[src/rtl/async_tx_pkg.sv]
package async_tx_pkg;

  typedef enum logic [1:0] {
    ST_IDLE = 2'd0,
    ST_PRE  = 2'd1,
    ST_DATA = 2'd2,
    ST_BRK  = 2'd3
  } tx_state_e;

  // bit times in one character: start + data bits (+ ninth) + stop
  function automatic int unsigned char_len(input int unsigned dw, input logic long_sel);
    return dw + (long_sel ? 32'd3 : 32'd2);
  endfunction

endpackage

[src/rtl/async_tx_hold.sv]
module async_tx_hold #(
  parameter int DATA_W = 8
) (
  input  logic              clk,
  input  logic              rst_n,
  input  logic              wr_stb,
  input  logic [DATA_W-1:0] wr_byte,
  input  logic              take,
  output logic [DATA_W-1:0] hold_data,
  output logic              hold_empty
);

  always_ff @(posedge clk or negedge rst_n) begin
    if (!rst_n) begin
      hold_data  <= '0;
      hold_empty <= 1'b1;
    end else if (wr_stb) begin
      hold_data  <= wr_byte;
      hold_empty <= 1'b0;
    end else if (take) begin
      hold_empty <= 1'b1;
    end
  end

  // the engine only takes a byte that is present
  p_take_needs_data_r5: assert property (@(posedge clk) disable iff (!rst_n)
    take |-> !hold_empty);

  // empty only re-asserts because of a transfer into the shifter
  p_empty_by_take_r5: assert property (@(posedge clk) disable iff (!rst_n)
    $rose(hold_empty) |-> $past(take));

endmodule

[src/rtl/async_tx_engine.sv]
module async_tx_engine
  import async_tx_pkg::*;
#(
  parameter int DATA_W = 8
) (
  input  logic              clk,
  input  logic              rst_n,
  input  logic              bit_tick,
  input  logic              tx_en,
  input  logic              long_char,
  input  logic              bit9,
  input  logic              brk_req,
  input  logic              hold_empty,
  input  logic [DATA_W-1:0] hold_data,
  output logic              take,
  output logic              char_start,
  output logic              txd,
  output logic              tx_done
);

  localparam int SH_W    = DATA_W + 2;
  localparam int LEN_MAX = DATA_W + 3;
  localparam int CNT_W   = $clog2(LEN_MAX);

  tx_state_e        state, nxt;
  logic [CNT_W-1:0] cnt;       // bit times left after the current one
  logic [SH_W-1:0]  sh;
  logic             en_q, pre_pend;
  logic             pre_need, at_end, can_pick, go_idle;

  // bits following the start bit, first on the wire in bit 0
  function automatic logic [SH_W-1:0] frame_tail(input logic [DATA_W-1:0] d,
                                                 input logic l, input logic b);
    return {1'b1, (l ? b : 1'b1), d};
  endfunction

  assign pre_need = tx_en && (pre_pend || !en_q);
  assign at_end   = (state != ST_IDLE) && (cnt == '0);
  assign can_pick = bit_tick && ((state == ST_IDLE) || at_end);

  always_comb begin
    nxt = ST_IDLE;
    if (can_pick && tx_en && !((state == ST_BRK) && !brk_req)) begin
      if (pre_need)         nxt = ST_PRE;
      else if (brk_req)     nxt = ST_BRK;
      else if (!hold_empty) nxt = ST_DATA;
    end
  end

  assign char_start = (nxt != ST_IDLE);
  assign take       = (nxt == ST_DATA);
  assign go_idle    = bit_tick && at_end && !char_start;

  always_ff @(posedge clk or negedge rst_n) begin
    if (!rst_n) begin
      state    <= ST_IDLE;
      cnt      <= '0;
      sh       <= '1;
      txd      <= 1'b1;
      tx_done  <= 1'b1;
      en_q     <= 1'b0;
      pre_pend <= 1'b0;
    end else begin
      en_q     <= tx_en;
      pre_pend <= pre_need && (nxt != ST_PRE);
      if (char_start) begin
        state   <= nxt;
        cnt     <= CNT_W'(char_len(DATA_W, long_char) - 1);
        txd     <= (nxt == ST_PRE);
        tx_done <= 1'b0;
        sh      <= (nxt == ST_DATA) ? frame_tail(hold_data, long_char, bit9) : '1;
      end else if (go_idle) begin
        state   <= ST_IDLE;
        txd     <= 1'b1;
        tx_done <= 1'b1;
      end else if (bit_tick && (state != ST_IDLE)) begin
        cnt <= cnt - CNT_W'(1);
        txd <= (state == ST_BRK) ? 1'b0 : sh[0];
        sh  <= {1'b1, sh[SH_W-1:1]};
      end
    end
  end

  // line moves only on bit boundaries
  p_txd_on_tick_r2: assert property (@(posedge clk) disable iff (!rst_n)
    !bit_tick |=> $stable(txd));

  // a data character opens with a low start bit
  p_start_low_r2: assert property (@(posedge clk) disable iff (!rst_n)
    take |=> !txd);

  // any character start clears the completion flag
  p_done_clear_r7: assert property (@(posedge clk) disable iff (!rst_n)
    char_start |=> !tx_done);

  // quiet state keeps the line high and reports completion
  p_idle_high_r1: assert property (@(posedge clk) disable iff (!rst_n)
    (state == ST_IDLE) |-> (txd && tx_done));

  // break characters are all zeros
  p_brk_low_r8: assert property (@(posedge clk) disable iff (!rst_n)
    (state == ST_BRK) |-> !txd);

  // disabled and idle means nothing starts
  p_disabled_quiet_r10: assert property (@(posedge clk) disable iff (!rst_n)
    ((state == ST_IDLE) && !tx_en) |=> ((state == ST_IDLE) && txd));

endmodule

[src/rtl/async_tx.sv]
module async_tx #(
  parameter int DATA_W = 8
) (
  input  logic              clk,
  input  logic              rst_n,
  input  logic              bit_tick,
  input  logic              tx_en,
  input  logic              long_char,
  input  logic              bit9,
  input  logic              brk_req,
  input  logic              wr_stb,
  input  logic [DATA_W-1:0] wr_byte,
  output logic              txd,
  output logic              hold_empty,
  output logic              tx_done
);

  logic [DATA_W-1:0] hold_data;
  logic              take;
  logic              char_start;

  async_tx_hold #(.DATA_W(DATA_W)) u_hold (
    .clk        (clk),
    .rst_n      (rst_n),
    .wr_stb     (wr_stb),
    .wr_byte    (wr_byte),
    .take       (take),
    .hold_data  (hold_data),
    .hold_empty (hold_empty)
  );

  async_tx_engine #(.DATA_W(DATA_W)) u_engine (
    .clk        (clk),
    .rst_n      (rst_n),
    .bit_tick   (bit_tick),
    .tx_en      (tx_en),
    .long_char  (long_char),
    .bit9       (bit9),
    .brk_req    (brk_req),
    .hold_empty (hold_empty),
    .hold_data  (hold_data),
    .take       (take),
    .char_start (char_start),
    .txd        (txd),
    .tx_done    (tx_done)
  );

  // starting a character while the flag already says done must drop it
  p_start_drops_done_r7: assert property (@(posedge clk) disable iff (!rst_n)
    (char_start && tx_done) |=> !tx_done);

endmodule

[config.mk]
export PLATFORM = sky130hd
export DESIGN_NAME = async_tx
export DESIGN_NICKNAME = d
export VERILOG_FILES = /design/src/rtl/async_tx_pkg.sv /design/src/rtl/async_tx_hold.sv /design/src/rtl/async_tx_engine.sv /design/src/rtl/async_tx.sv
export SDC_FILE = /design/constraint.sdc
export NUM_CORES = 1
export LEC_CHECK = 0
export BUFFER_PORTS_ARGS = -buffer_cell sky130_fd_sc_hd__buf_4
export CAP_MARGIN = 0
export CORE_MARGIN = 3
export CORE_UTILIZATION = 60
export DETAILED_ROUTE_END_ITERATION = 8
export PLACE_DENSITY = 0.89
export SYNTH_ARGS = -nofsm -noshare
export SYNTH_HDL_FRONTEND = slang
export SYNTH_HIERARCHICAL = 1
export SYNTH_SLANG_ARGS = --single-unit
export TNS_END_PERCENT = 20
[constraint.sdc]
create_clock -name clk -period 4.6 [get_ports clk]
set_input_delay 0.46 -clock clk [delete_from_list [all_inputs] [get_ports clk]]
set_output_delay 0.46 -clock clk [all_outputs]
set_load 0.02 [all_outputs]
==> qor.yml, run 1 <==
logic_synthesis:
  synthesis.nets: 142
  ys.flop_type: "dfrtp_1"
  synth_area_um2: 1450
  synth-seq-cells: 28
  synthCells: 125
  syn_avg_cell_area_um2: 11.6
  ys_seq_area_share_pct: 49.4
  yosysWarnings: 6
  postSynth.asyncResetShare_pct: 100
  synth_edf_count: 0
  ys_types: 37
worst_setup_path:
  cp-start-kind: "register"
  slowest_delay_ps: 530
  crit_buf_inv: 1
  crit_type: "register to register"
  required_ps: 4830
  crit_chain: "inv_1, ha_1, or3b_1, nand2_1, o21ai_0, o221a_2"
  r2r_setup_slack_ps: 2440
  slowest_stage: "or3b_1"
  r2r_cells: 6
  arrival_ps: 2390
  crit_fanout: 12
  end_kind: "register"
  r2r-end: "u_engine/cnt[1]$_DFFE_PN0P_"
  cpLargestDelayFamily: "simple AND/OR/NAND/NOR gates"
  r2r_start: "u_engine/cnt[1]$_DFFE_PN0P_"
power:
  ir_worst_vdd_uv: 348
  pwr-share-clk_pct: 14.4
  power_uw: 822
  power_switching_uw: 272
  switching_share_pct: 33.1
  p_comb_share_pct: 34.9
  leakagePower_uw: 0.000675
  power.density_nw_per_um2: 514
  seqPwrFrac_pct: 50.7
  p_int_uw: 550
cts:
  postCtsSetupBuffers: 0
  htreeDepth: 1
  clkSinkCount: 28
  insertion_delay_ps: 320
  root_buffer: "clkbuf_4"
  cts_buffers: 3
  cts_tree: "yes"
  path_clk_slew_ps: 150
  ctsResizeCount: 0
  clk_path_buf_depth: 2
  postCtsHoldBufs: 0
sta:
  hold_ws_ps: 14.4
  slew_headroom_pct: 51.2
  rsz0062_at_grt: "false"
  final.setup.tns_ps: 0
  setup_violations: 0
  timing.final.crit_share_pct: 46.9
  slew_viol_final: 0
  min_period_ps: 2160
  worst_pin_slew_ps: 732
  finalHoldViolations: 0
  skew_ps: 6.16
  fmax_mhz: 463
drt:
  drc_errors: 0
  wl_per_cell_um: 15.6
  vias: 1027
  vias_per_cell: 6.15
  ant_nets: 0
  firstDrtPassIters: 4
  drtIter0Drc: 10
  wirelength_mm: 2.61
finish:
  layout.cells.non_filler: 167
  fillCellCount: 176
  layout-drive-gt1-share_pct: 36.0
  syn2layout_area_growth_pct: 10.3
  fin_util_pct: 70.9
  antennaDiodeCount: 0
  final_nets: 157
placed_design:
  gp_congestion: 0.754
  port_buffers: 18
  place_inst: 163
  dpl.hpwl_mm: 1.88
floorplanning:
  rows: 17
  die_y_um: 55.2
  die_area_um2: 3040
  boundaryPins: 19
  core_um2: 2250
  die_x_um: 55.2
  initial_core_util_pct: 64.3
global_route:
  grt_max_degree: 29
  grt_overflow_total: 0
  grt_antenna_before_repair: 0
  grt_pass1_wl_mm: 4.42
  grt_pass1_vias: 992
  grt_usage_pct: 20.3
outcome:
  outcome: "completed"
run:
  drv_cap: 0
min_path:
  hold_path_class: "input pin to asynchronous set/reset pin"
[routing by layer]
layer / wire (µm) / track usage (%) / up-vias
li1: - / - / 491
met1: 1190 / 26.7 / 514
met2: 1300 / 34.3 / 20
met3: 104 / 2.41 / 2
met4: 14 / 7.29 / 0
met5: 0 / 0 / -
[worst register-to-register path, delay by kind of cell (launching register included)]
kind	cells	cell delay, ps
buffers and inverters	1	80
DFF	1	430
and+or+nand+nor	2	910
AOI/OAI and AO/OA	2	480
adders and majority gates	1	170
[registers in the layout (all words and copies together) (netlist names)]
signal,cells
u_engine/state,2
u_engine/tx_done,1
u_engine/en_q,1
u_hold/hold_data,8
u_engine/txd,1
u_hold/hold_empty,1
u_engine/sh,9
u_engine/cnt,4
u_engine/pre_pend,1
[worst max path at each step]
| stage | end | startpoint | cells past startpoint |
|---|---|---|---|
| 4_1_cts | u_engine/cnt[1]$_DFFE_PN0P_ | u_engine/cnt[1]$_DFFE_PN0P_ | 6 |
| 3_3_place_gp | u_engine/cnt[1]$_DFFE_PN0P_ | u_engine/cnt[0]$_DFFE_PN0P_ | 6 |
| 2_1_floorplan | u_engine/sh[1]$_DFFE_PN1P_ | u_engine/cnt[0]$_DFFE_PN0P_ | 7 |
| 6_report | u_engine/cnt[1]$_DFFE_PN0P_ | u_engine/cnt[1]$_DFFE_PN0P_ | 6 |
| 5_1_grt | u_engine/cnt[1]$_DFFE_PN0P_ | u_engine/cnt[0]$_DFFE_PN0P_ | 6 |
| 3_5_place_dp | u_engine/cnt[1]$_DFFE_PN0P_ | u_engine/cnt[1]$_DFFE_PN0P_ | 6 |
[area by class of cell]
cell class / instances / area, µm² / area share (%)
clock buffer: 4 / 36.3 / 2.27
inverter: 4 / 15.0 / 0.939
multi-input combinational: 85 / 662 / 41.4
sequential: 28 / 716 / 44.8
tap: 28 / 35.0 / 2.19
timing repair buffer: 18 / 135 / 8.45
[cell usage after synthesis (all sizes together), types with 2 or more instances]
| library cell | instances | area, µm² |
|---|---|---|
| mux2 | 8 | 120 |
| o21ai | 11 | 55.1 |
| a211oi | 2 | 32.5 |
| buf | 6 | 47.5 |
| a21oi | 4 | 20.0 |
| dfrtp | 16 | 400 |
| a32o | 8 | 80.1 |
| nand2b | 2 | 22.5 |
| nand3 | 12 | 60.1 |
| nor2 | 4 | 15.0 |
| nand3b | 9 | 67.6 |
| xor2 | 2 | 17.5 |
| clkbuf | 2 | 10.0 |
| dfstp | 12 | 315 |
| nand2 | 6 | 22.5 |
| inv | 4 | 15.0 |
[cell usage in the layout, fill, tap and decap left out, drive strengths merged, types with 2 or more instances in the layout]
master and instances:
clkbuf 4, nand2 6, dfrtp 16, o21ai 11, nand3 12, inv 4, xor2 2, a21oi 4
buf 18, nand2b 2, nand3b 9, dfstp 12, mux2 8, a211oi 2, a32o 8, nor2 4
[through the flow]
stage | setup slack, ps | instance area, µm²
6_report | 2440 | 1600
3_5_place_dp | 2470 | 1560
4_1_cts | 2440 | 1600
2_1_floorplan | 3000 | 1450
5_1_grt | 2310 | 1600
3_3_place_gp | 2560 | 1560
[kinds of logic after synthesis]
group	count (synthesis)	synth area share, %
AO/OA/AOI/OAI	33	17.9
XOR/XNOR	3	1.81
adder cells (fa/ha/maj)	1	0.863
buffers and inverters	12	5.00
flip-flops	28	49.4
multiplexers	9	8.97
AND/OR/NAND/NOR	39	16.0
[power groups by stage]
stage	logic, µW	registers, µW	clock network [µW]
after floorplan	225	416	0
after global placement	275	415	0
after detailed placement	289	420	0
after CTS	289	416	123
after global routing	324	428	131
final	287	417	119
(Power assumes the default switching activity.)
==> run 2: changes to the inputs <==
- CORE_ASPECT_RATIO: unset -> 0.5
- CORE_UTILIZATION: 60 -> 51
- PLACE_DENSITY: 0.89 -> 0.82
- clock period: 4.6 -> 1.8 ns (I/O delays scaled with it)
==> run 2 against run 1 <==
  * Die area grew 17%
  * Sequential share of layout area down 4.9 points
  * Combinational power rose to 3.3 times the previous value
  * Hold slack better by 75 ps
  * Flip-flop and latch count is the same
  * Global-route usage decreased by 1.5 points
  * Critical path depth rose by 1
  * Critical path type unchanged
  * Final cell count up 13%
==> qor.yml, run 2 (synthesis gave the netlist of run 1 again) <==
power:
  power_switching_uw: 817
  seqPwrFrac_pct: 42.5
  power_uw: 2520
  power.density_nw_per_um2: 1410
  p_comb_share_pct: 38.0
  ir_worst_vdd_uv: 551
  leakagePower_uw: 0.000757
  p_int_uw: 1710
  switching_share_pct: 32.3
  pwr-share-clk_pct: 19.4
worst_setup_path:
  slowest_stage: "dfrtp_1"
  crit_type: "register to register"
  crit_fanout: 5
  slowest_delay_ps: 400
  required_ps: 2010
  cpLargestDelayFamily: "compound AO/OA/AOI/OAI gates"
  cp-start-kind: "register"
  crit_chain: "inv_2, ha_4, nor3b_4, o2111a_2, buf_4, nand3b_1, a32o_1"
  arrival_ps: 2010
  crit_buf_inv: 2
  end_kind: "register"
sta:
  finalHoldViolations: 0
  slew_headroom_pct: 64.2
  min_period_ps: 1800
  timing.final.crit_share_pct: 99.9
  setup_violations: 0
  rsz0062_at_grt: "true"
  fmax_mhz: 556
  skew_ps: 2.49
  worst_pin_slew_ps: 538
  slew_viol_final: 0
  setup_ws_ps: 2.69
finish:
  seq_area_um2: 716
  syn2layout_area_growth_pct: 23.9
  reg_top3: "u_engine/sh: 9 flops, u_hold/hold_data: 8 flops, u_engine/cnt: 4 flops"
  antennaDiodeCount: 0
  largest_reg_flops: 9
  fin_area_um2: 1800
  layout.cells.non_filler: 188
  layout_commonest_cell: "buf_4"
  final_nets: 171
  multi_input_area_um2: 712
  layout-drive-gt1-share_pct: 43.8
  fin_util_pct: 73.4
  regMostFlops: "u_engine/sh"
  fillCellCount: 164
  layout_common_cells: "buf_4 (29), dfrtp_1 (16), nand3_1 (12), dfstp_2 (12), o21ai_0 (10)"
placed_design:
  gp_congestion: 0.796
  port_buffers: 18
  place_area_um2: 1640
  dpl.hpwl_mm: 2.00
  pre_cts_ws_ps: 22.9
  place_inst: 179
floorplanning:
  die_y_um: 43.7
  initial_core_util_pct: 59.3
  rows: 12
  die_area_um2: 3560
  boundaryPins: 19
  core_um2: 2450
  die_x_um: 81.4
cts:
  cts_tree: "yes"
  root_buffer: "clkbuf_8"
  clkSinkCount: 28
  insertion_delay_ps: 270
  htreeDepth: 1
  cts_buffers: 3
  clk_path_buf_depth: 2
  path_clk_slew_ps: 90
global_route:
  grt_antenna_before_repair: 0
  grt_overflow_total: 0
  grt_max_degree: 29
  grt_pass1_wl_mm: 5.09
  grt_pass1_vias: 1078
  grt_usage_pct: 18.8
drt:
  drc_errors: 0
  vias: 1142
  ant_nets: 0
  drtIter0Drc: 57
  vias_per_cell: 6.07
  firstDrtPassIters: 5
  wl_per_cell_um: 16.8
  wirelength_mm: 3.16
outcome:
  outcome: "completed"
run:
  drv_cap: 0
min_path:
  hold_path_class: "input pin to register"
## run 2: cell types whose count changed in the layout (fill, tap and decap cells not counted), moves of 2 or more
cell | before | now
buf_4 | 18 | 29
clkbuf_4 | 3 | 0
clkbuf_8 | 1 | 3
inv_1 | 4 | 2
inv_2 | 0 | 2
## run 2: power groups by stage
stage          clock network, µW  logic, µW  registers [µW]
3_3_place_gp                   0        779            1060
5_1_grt                      539       1050            1100
6_report                     491        960            1070
3_5_place_dp                   0        802            1070
4_1_cts                      502        826            1070
2_1_floorplan                  0        575            1060
## run 2: worst paths after layout
path | startpoint | end | slack [ps] | cells past startpoint
hold / removal | long_char | u_engine/cnt[0]$_DFFE_PN0P_ | 90 | 2
min in group asynchronous | rst_n | u_hold/hold_data[3]$_DFFE_PN0P_ | 340 | 2
setup reg to reg | u_engine/cnt[0]$_DFFE_PN0P_ | u_engine/sh[4]$_DFFE_PN1P_ | 3 | 7
setup / recovery | u_engine/cnt[0]$_DFFE_PN0P_ | u_engine/sh[4]$_DFFE_PN1P_ | 3 | 7
hold reg to reg | u_engine/sh[8]$_DFFE_PN1P_ | u_engine/sh[8]$_DFFE_PN1P_ | 510 | 1
max in group asynchronous | rst_n | u_engine/sh[7]$_DFFE_PN1P_ | 1150 | 2
## run 2: what timing repair did
item / CTS / global route
gates cloned: 0 / 2
buffers inserted: 0 / 2
pin swaps: 0 / 4
hold buffers: 1 / 0
gates resized for setup: 3 / 8
endpoints found under the setup margin: 3 / 15
endpoints found under the hold margin: 16 / 0
## run 2: metrics by stage
step | TNS, ps | hold WS, ps
3_3_place_gp | 0 | 110
2_1_floorplan | 0 | -116
3_5_place_dp | 0 | 111
6_report | 0 | 89.3
5_1_grt | -559 | 93.7
4_1_cts | -16.3 | 86.2
## run 2: final cells by class
cell class,count,share of cell area (%)
multi-input cells,86,39.6
repair buffers,31,13.3
clock buffers,3,2.30
flip-flops and latches,28,39.8
well taps,35,2.44
inverters,4,0.836
clock inverters,1,1.67
## run 2: layer usage
layer,track usage (%),wire (µm),part of all wire (%)
met1,25.1,1350,43
met2,28.3,1460,46
met3,6.22,286,9.1
met4,7.74,61,1.9
met5,0,0,0
